--- src/rtl/dqs_pkg.sv ---
package dqs_pkg;
   typedef enum logic {
      Q_HI = 1'b0,
      Q_LO = 1'b1
   } qsel_e;

   typedef enum logic [2:0] {
      WHY_NONE,
      WHY_ONLY,
      WHY_LOWDROP,
      WHY_OLD,
      WHY_CONGEST,
      WHY_FULL,
      WHY_RR
   } why_e;
endpackage

--- src/rtl/dqs_head_age.sv ---
module dqs_head_age #(
   parameter int TIME_W   = 16,
   parameter int YOUNG_US = 1000,
   parameter int OLD_US   = 2000
) (
   input  logic [TIME_W-1:0] now_i,
   input  logic [TIME_W-1:0] stamp_i,
   output logic              young_o,
   output logic              old_o
);
   localparam logic [TIME_W-1:0] YOUNG_T = TIME_W'(YOUNG_US);
   localparam logic [TIME_W-1:0] OLD_T   = TIME_W'(OLD_US);

   if (YOUNG_US >= OLD_US) begin : g_bad_order
      $error("dqs_head_age: young threshold must be below old threshold");
   end
   if (OLD_US >= (2 ** (TIME_W - 1))) begin : g_bad_range
      $error("dqs_head_age: old threshold exceeds half the time range");
   end

   logic [TIME_W-1:0] age;

   always_comb begin
      age     = now_i - stamp_i;
      young_o = (age < YOUNG_T);
      old_o   = (age >= OLD_T);
   end
endmodule

--- src/rtl/dqs_rr_count.sv ---
module dqs_rr_count #(
   parameter int WEIGHT_W   = 5,
   parameter int WEIGHT_MAX = 16
) (
   input  logic                clk,
   input  logic                rst,
   input  logic [WEIGHT_W-1:0] cfg_weight_i,
   input  logic                took_hi_i,
   input  logic                took_lo_i,
   output logic                want_lo_o
);
   localparam logic [WEIGHT_W-1:0] WMAX = WEIGHT_W'(WEIGHT_MAX);

   if (WEIGHT_MAX >= (2 ** WEIGHT_W)) begin : g_bad_weight
      $error("dqs_rr_count: weight limit does not fit the weight width");
   end

   logic [WEIGHT_W-1:0] weight_q;
   logic [WEIGHT_W-1:0] cnt_q;

   always_ff @(posedge clk) begin
      if (rst) begin
         weight_q <= (cfg_weight_i > WMAX) ? WMAX : cfg_weight_i;
      end
   end

   always_ff @(posedge clk) begin
      if (rst) begin
         cnt_q <= '0;
      end else if (took_lo_i) begin
         cnt_q <= '0;
      end else if (took_hi_i && (cnt_q < weight_q)) begin
         cnt_q <= cnt_q + 1'b1;
      end
   end

   assign want_lo_o = (cnt_q >= weight_q);

   AST_CNT_BOUNDED: assert property (@(posedge clk) disable iff (rst)
      cnt_q <= weight_q);
   AST_LOW_CLEARS: assert property (@(posedge clk) disable iff (rst)
      took_lo_i |=> (cnt_q == '0));
   AST_WEIGHT_HELD: assert property (@(posedge clk) disable iff (rst)
      !$past(rst) |-> $stable(weight_q));
endmodule

--- src/rtl/dqs_pick.sv ---
module dqs_pick
   import dqs_pkg::*;
(
   input  logic  hi_ne_i,
   input  logic  lo_ne_i,
   input  logic  hi_low_drop_i,
   input  logic  lo_cong_i,
   input  logic  lo_full_i,
   input  logic  young_i,
   input  logic  old_i,
   input  logic  rr_want_lo_i,
   output logic  any_o,
   output qsel_e sel_o,
   output why_e  why_o
);
   always_comb begin
      any_o = hi_ne_i | lo_ne_i;
      sel_o = Q_HI;
      why_o = WHY_NONE;
      if (!any_o) begin
         why_o = WHY_NONE;
      end else if (!lo_ne_i) begin
         sel_o = Q_HI;
         why_o = WHY_ONLY;
      end else if (!hi_ne_i) begin
         sel_o = Q_LO;
         why_o = WHY_ONLY;
      end else if (hi_low_drop_i) begin
         sel_o = Q_HI;
         why_o = WHY_LOWDROP;
      end else if (old_i) begin
         sel_o = Q_HI;
         why_o = WHY_OLD;
      end else if (young_i && lo_cong_i) begin
         sel_o = Q_LO;
         why_o = WHY_CONGEST;
      end else if (lo_full_i) begin
         sel_o = Q_LO;
         why_o = WHY_FULL;
      end else begin
         sel_o = rr_want_lo_i ? Q_LO : Q_HI;
         why_o = WHY_RR;
      end
   end
endmodule

--- src/rtl/egress_two_q_sched.sv ---
module egress_two_q_sched
   import dqs_pkg::*;
#(
   parameter int TIME_W     = 16,
   parameter int WEIGHT_W   = 5,
   parameter int WEIGHT_MAX = 16,
   parameter int YOUNG_US   = 1000,
   parameter int OLD_US     = 2000
) (
   input  logic                clk,
   input  logic                rst,
   input  logic [WEIGHT_W-1:0] cfg_hi_weight,
   input  logic                tx_req,
   input  logic                hi_nonempty,
   input  logic                lo_nonempty,
   input  logic                hi_low_drop,
   input  logic                lo_congested,
   input  logic                lo_full,
   input  logic [TIME_W-1:0]   hi_head_stamp,
   input  logic [TIME_W-1:0]   time_now,
   output logic                grant_valid,
   output logic                grant_sel
);
   logic  young, old;
   logic  rr_want_lo;
   logic  pick_any;
   qsel_e pick_sel;
   why_e  pick_why;
   logic  fire, took_hi, took_lo;

   dqs_head_age #(
      .TIME_W  (TIME_W),
      .YOUNG_US(YOUNG_US),
      .OLD_US  (OLD_US)
   ) u_age (
      .now_i  (time_now),
      .stamp_i(hi_head_stamp),
      .young_o(young),
      .old_o  (old)
   );

   dqs_rr_count #(
      .WEIGHT_W  (WEIGHT_W),
      .WEIGHT_MAX(WEIGHT_MAX)
   ) u_rr (
      .clk         (clk),
      .rst         (rst),
      .cfg_weight_i(cfg_hi_weight),
      .took_hi_i   (took_hi),
      .took_lo_i   (took_lo),
      .want_lo_o   (rr_want_lo)
   );

   dqs_pick u_pick (
      .hi_ne_i      (hi_nonempty),
      .lo_ne_i      (lo_nonempty),
      .hi_low_drop_i(hi_low_drop),
      .lo_cong_i    (lo_congested),
      .lo_full_i    (lo_full),
      .young_i      (young),
      .old_i        (old),
      .rr_want_lo_i (rr_want_lo),
      .any_o        (pick_any),
      .sel_o        (pick_sel),
      .why_o        (pick_why)
   );

   assign fire    = tx_req & pick_any;
   assign took_hi = fire & (pick_sel == Q_HI);
   assign took_lo = fire & (pick_sel == Q_LO);

   always_ff @(posedge clk) begin
      if (rst) begin
         grant_valid <= 1'b0;
         grant_sel   <= 1'b0;
      end else begin
         grant_valid <= fire;
         if (fire) begin
            grant_sel <= pick_sel;
         end
      end
   end

   AST_GRANT_NEEDS_REQ: assert property (@(posedge clk) disable iff (rst)
      grant_valid |-> $past(tx_req));
   AST_HI_NOT_EMPTY: assert property (@(posedge clk) disable iff (rst)
      (grant_valid && !grant_sel) |-> $past(hi_nonempty));
   AST_LO_NOT_EMPTY: assert property (@(posedge clk) disable iff (rst)
      (grant_valid && grant_sel) |-> $past(lo_nonempty));
   AST_OLD_HEAD_SERVED: assert property (@(posedge clk) disable iff (rst)
      (tx_req && hi_nonempty && old) |=> (grant_valid && !grant_sel));
   AST_LOWDROP_SERVED: assert property (@(posedge clk) disable iff (rst)
      (tx_req && hi_nonempty && hi_low_drop) |=> (grant_valid && !grant_sel));
   AST_WHY_CONSISTENT: assert property (@(posedge clk) disable iff (rst)
      (pick_why == WHY_NONE) == !pick_any);
endmodule

--- config.mk ---
export PLATFORM = sky130hd
export DESIGN_NAME = egress_two_q_sched
export DESIGN_NICKNAME = d
export VERILOG_FILES = /design/src/rtl/dqs_pkg.sv /design/src/rtl/dqs_head_age.sv /design/src/rtl/dqs_rr_count.sv /design/src/rtl/dqs_pick.sv /design/src/rtl/egress_two_q_sched.sv
export SDC_FILE = /design/constraint.sdc
export NUM_CORES = 1
export LEC_CHECK = 0
export CAP_MARGIN = 20
export CORE_MARGIN = 4
export CORE_UTILIZATION = 51
export DETAILED_ROUTE_END_ITERATION = 10
export PLACE_DENSITY_LB_ADDON = 0.1
export SKIP_LAST_GASP = 1
export SYNTH_ARGS = -nofsm -noshare
export SYNTH_HDL_FRONTEND = slang
export SYNTH_HIERARCHICAL = 1
export SYNTH_SLANG_ARGS = --single-unit
--- constraint.sdc ---
create_clock -name clk -period 10.75 [get_ports clk]
set_clock_uncertainty 0.2 [all_clocks]
set_input_delay 2.6875 -clock clk [delete_from_list [all_inputs] [get_ports clk]]
set_output_delay 2.6875 -clock clk [all_outputs]
set_load 0.05 [all_outputs]
After elaboration in Yosys (flattened, before gate mapping)

Cells that the tools add are included.

Bits in registers: 12
Input port bits: 45
Word-level logic and storage cells: 27

$add $sub $neg: 2
Order comparisons: 5
Multiplexer cells: 8
Bitwise logic cells: 5
Reductions and logical operators: 3

Operator list:

| operator                                                                 | count |
|---|---|
| 16-bit by 11-bit >= comparator with 1-bit output (second input constant) | 1 |
| 16-bit by 10-bit < comparator with 1-bit output (second input constant)  | 1 |
| 16-bit subtractor                                                        | 1 |
| 1-bit 2-to-1 mux                                                         | 8 |
| 5-bit by 1-bit adder with 5-bit output (second input constant)           | 1 |
| 5-bit >= comparator                                                      | 1 |
| 5-bit greater-than comparator (second input constant)                    | 1 |
| 5-bit < comparator                                                       | 1 |
| 1-bit bitwise AND                                                        | 3 |
| 1-bit logical AND                                                        | 2 |
| 2-bit OR reduction                                                       | 1 |
| 1-bit NOT                                                                | 1 |
| 1-bit OR                                                                 | 1 |

Depth between registers and ports, before layout

Depth in word-level cells: 12
Gate-level depth with buffers: 18
Gate-level depth less buffers: 18

Modules after synthesis

The synthesis kept the hierarchy.

Modules (own cells, without submodules):

| module             | instances | cells each | area an instance (µm²) | seq. area each (µm²) |
|---|---|---|---|---|
| dqs_head_age       | 1         | 123        | 842.1                  | 0.0 |
| dqs_rr_count       | 1         | 55         | 578.1                  | 250.2 |
| egress_two_q_sched | 1         | 8          | 80.1                   | 40.0 |
| dqs_pick           | 1         | 11         | 70.1                   | 0.0 |

Least setup slack after synthesis

Ideal clock, no wire load.

Path kind: in2reg
Start point: in time_now[0]
End point: reg u_rr.cnt_q[3]
Arrival: 5.962 ns
Data required time: 10.480 ns
Path slack: 4.518 ns
Stages: 16
Buffers on the path: 0
Cells stage by stage: inv_1 > ha_1 > fa_1 > nand3b_1 > a211oi_1 > nor2_1 > or3_1 > a211oi_2 > a2111oi_1 > a21o_2 > o21ai_0 > a21boi_1 > nor2_1 > clkinv_1 > or4_1 > a21oi_1

Cells in the longest elaborated chain, start to end: 12

RTL lines:

| what                                            | RTL line                 | source |
|---|---|---|
| start: declaration                              | egress_two_q_sched.sv:20 | `input logic [TIME_W-1:0] time_now,` |
| 16-bit subtractor                               | dqs_head_age.sv:24       | `age = now_i - stamp_i;` |
| 16-bit by 10-bit < comparator with 1-bit output | dqs_head_age.sv:25       | `young_o = (age < YOUNG_T);` |
| net young                                       | egress_two_q_sched.sv:24 | `logic young, old;` |
| 1-bit logical AND                               | dqs_pick.sv:34           | `end else if (young_i && lo_cong_i) begin` |
| 1-bit 2-to-1 mux                                | dqs_pick.sv:34           |  |
| 1-bit 2-to-1 mux                                | dqs_pick.sv:31           | `end else if (old_i) begin` |
| 1-bit 2-to-1 mux                                | dqs_pick.sv:28           | `end else if (hi_low_drop_i) begin` |
| 1-bit 2-to-1 mux                                | dqs_pick.sv:25           | `end else if (!hi_ne_i) begin` |
| 1-bit 2-to-1 mux                                | dqs_pick.sv:22           | `end else if (!lo_ne_i) begin` |
| 1-bit 2-to-1 mux                                | dqs_pick.sv:20           | `if (!any_o) begin` |
| net pick_sel                                    | egress_two_q_sched.sv:27 | `qsel_e pick_sel;` |
| 1-bit NOT                                       | egress_two_q_sched.sv:69 | `assign took_hi = fire & (pick_sel == Q_HI);` |
| 1-bit bitwise AND                               | egress_two_q_sched.sv:69 |  |
| net took_hi                                     | egress_two_q_sched.sv:29 | `logic fire, took_hi, took_lo;` |
| 1-bit logical AND                               | dqs_rr_count.sv:32       | `end else if (took_hi_i && (cnt_q < weight_q)) begin` |
| end signal: assignment                          | dqs_rr_count.sv:33       | `cnt_q <= cnt_q + 1'b1;` |
| end: declaration                                | dqs_rr_count.sv:19       | `logic [WEIGHT_W-1:0] cnt_q;` |

The timed path passes the listed nets, and every way through them passes these cells.
A chain may end at the register's enable or synchronous reset.

Worst setup path after layout

Same ends and word-level chain as after synthesis.

==> summary.md <==
| Metric | Value |
|---|---|
| RSZ-0062 raised after global routing | `false` |
| Syn Nets | `between 200 and 300` |
| Cell Count, Final, Fillers Out | `between 200 and 300` |
| Number of global-route vias before repair | `between 1500 and 2000` |
| Req. time, crit path | `between 10 and 15 ns` |
| Initial Utilization | `0.546` |
| Layout cells sized above 1 | `0.0833` |
| PortBufs | `46` |
| Critical Path AT | `between 6 and 7 ns` |
| Die width | `approximately 63 µm` |
| Total GRT Usage | `0.193` |
| Resize count post-CTS | `0` |
| Final period utilization | `0.625` |
| Overall Power | `158 µW` |
| CTS tree | `done` |
| Power per cell area | `about 77 nW/µm²` |
| Total via count in the routed design | `1544` |
| Setup Viol. Count Final | `0` |
| Drt total wl | `about 3600 µm` |
| Postcts setup bufs | `0` |
| Area Overhead vs Synth | `34.1%` |
| Net Sw Frac | `0.345` |
| Pre-CTS WS | `3.78 ns` |
| Number of primary I/O pins | `between 40 and 50` |
| Antenna violations before repair | `0` |
| FP Rows | `19` |
| Total gr overflow | `0` |
| Via density per instance | `around 5.7` |
| Placed cell count | `about 270` |
| Routed len/inst | `between 10 and 15 µm` |
| Layout Nets | `slightly above 300` |
| VDD IR max | `0.0000912 V` |
| F_max | `149 MHz` |
| Gate power share | `0.498` |
| Ys Warns | `6` |
| Power Internal | `approximately 100 µW` |
| TritonRoute pass-1 iters | `4` |
| Crit path capture type | `flip-flop` |
| HP Class | `flip-flop to flip-flop` |
| Internal reg-to-reg setup slack | `just under 8 ns` |
| Post-synthesis cell area | `1530 µm²` |
| Hold_buf cts | `0` |
| Diodes inserted | `0` |
| Worst slew pin tran | `a little under 0.5 ns` |
| Clock share of power | `0.179` |
| Critical Path Source Type | `input port` |
| Part of the power in registers | `0.323` |
| Slowest library cell on the worst path | `or4_1` |
| Max Cap Viol | `0` |
| Pleak | `a little under 0.9 nW` |
| Die Y | `62.8 µm` |
| HPWL after DPL | `just over 3000 µm` |
| Max Slew Vio Count | `0` |
| TritonCTS Buffers | `3` |
| Rel. slew slack | `0.669` |
| First-pass GRT wire length | `about 6500 µm` |
| Area of the core | `between 2000 and 3000 µm²` |
| Tmin final | `~6.7 ns` |
| Crit Path Class | `input port to flip-flop` |
| Die ar. | `roughly 4000 µm²` |
| Largest stage delay, worst path | `roughly 0.53 ns` |
| Latest clock arrival within the worst-skew pair | `~0.27 ns` |
| Final weighted congestion in routability-driven placement | `0.894` |
| Setup tns final | `0 ns` |
| Pin count of the biggest net entering global routing | `10` |
| P_sw | `roughly 54 µW` |
| Layout fillers | `between 200 and 250` |
| Syn Inst Count | `191` |
| Longest Clk Path Bufs | `2` |
| Status | `finished, final reports clean` |
| Critical-path maximum fanout | `6` |
| CP Cell Sequence | `clkdlybuf4s50_1 -> inv_1 -> ha_1 -> fa_1 -> nand3b_1 -> a211oi_1 -> nor2_1 -> or3_1 -> a211oi_2 -> a2111oi_1 -> a21o_2 -> o21ai_0 -> a21boi_1 -> nor2_1 -> clkinv_1 -> or4_1 -> a21oi_1` |
| DRC | `0` |
| H-tree depth | `1` |
| Clock root cell | `clkbuf_4` |
| Avg Cell Area, Syn | `~8 µm²` |
| PnR worst setup slack | `roughly 4.0 ns` |
| Clk pin slew, worst setup/hold paths | `0.07 ns` |
| Final ANT Viol Nets | `0` |
| Hold Vio Cnt, Final | `0` |
| Detailed Route Iter0 Violations | `64` |
| Most frequent CP cell | `nor2_1` |
| # clock sinks | `12` |
critical path, delay by kind of cell:
kind / cells / cell delay (ns)
compound gates: 7 / 1.27
fa+ha+maj: 2 / 0.57
simple gates: 5 / 1.57
buf+inv: 3 / 0.66
area by class of cell:
cell class / count / area [µm²] / area share
Clock buffer: 3 / 22.5 / 0.0110
Clock inverter: 1 / 3.75 / 0.00183
Inverter: 24 / 90.1 / 0.0439
Multi-Input combinational cell: 154 / 1150 / 0.559
Sequential cell: 12 / 290 / 0.141
Tap cell: 31 / 38.8 / 0.0189
Timing Repair Buffer: 46 / 460 / 0.224
worst paths after layout:
path / from / to / cells after the start
min reg2reg: u_rr/cnt_q[4] / u_rr/cnt_q[4] / 2
max: time_now[0] / u_rr/cnt_q[3] / 17
max reg2reg: u_rr/cnt_q[2] / u_rr/cnt_q[3] / 9
min: u_rr/cnt_q[4] / u_rr/cnt_q[4] / 2
routing by layer:
| layer | vias up | GRT usage | wire (µm) |
|---|---|---|---|
| li1 | 792 | - | - |
| met1 | 683 | 0.242 | 1680 |
| met2 | 60 | 0.336 | 1670 |
| met3 | 9 | 0.0486 | 229 |
| met4 | 0 | 0.0386 | 61 |
| met5 | - | 0 | 0 |
metrics by stage:
step	hold WS (ns)	area (µm²)	utilization
final	0.301	2050	0.732
after global placement	0.272	2030	0.723
after detailed placement	0.291	2030	0.723
after CTS	0.302	2050	0.732
after global routing	0.339	2050	0.732
after floorplan	0.259	1530	-
state kept, by name (all words and copies together) (netlist names):
name / count
u_rr/cnt_q: 5
u_rr/weight_q: 5
grant_sel: 1
grant_valid: 1
power groups by stage:
stage	clock, mW	sequential (mW)	combinational (mW)
2_1_floorplan	0	0.0528	0.0486
3_3_place_gp	0	0.0519	0.0749
3_5_place_dp	0	0.0520	0.0773
4_1_cts	0.0294	0.0510	0.0779
5_1_grt	0.0313	0.0512	0.0870
6_report	0.0281	0.0510	0.0785
cells in the final DEF, fill, tap and decap left out, drive strengths merged, types with 5 or more instances in the layout:
master,n
a21oi,16
clkdlybuf4s50,46
dfxtp,7
edfxtp,5
ha,21
inv,23
nand2,13
nand3,6
nor2,14
nor2b,8
o21ai,14
No activity file was read; power rests on OpenSTA's default activity.
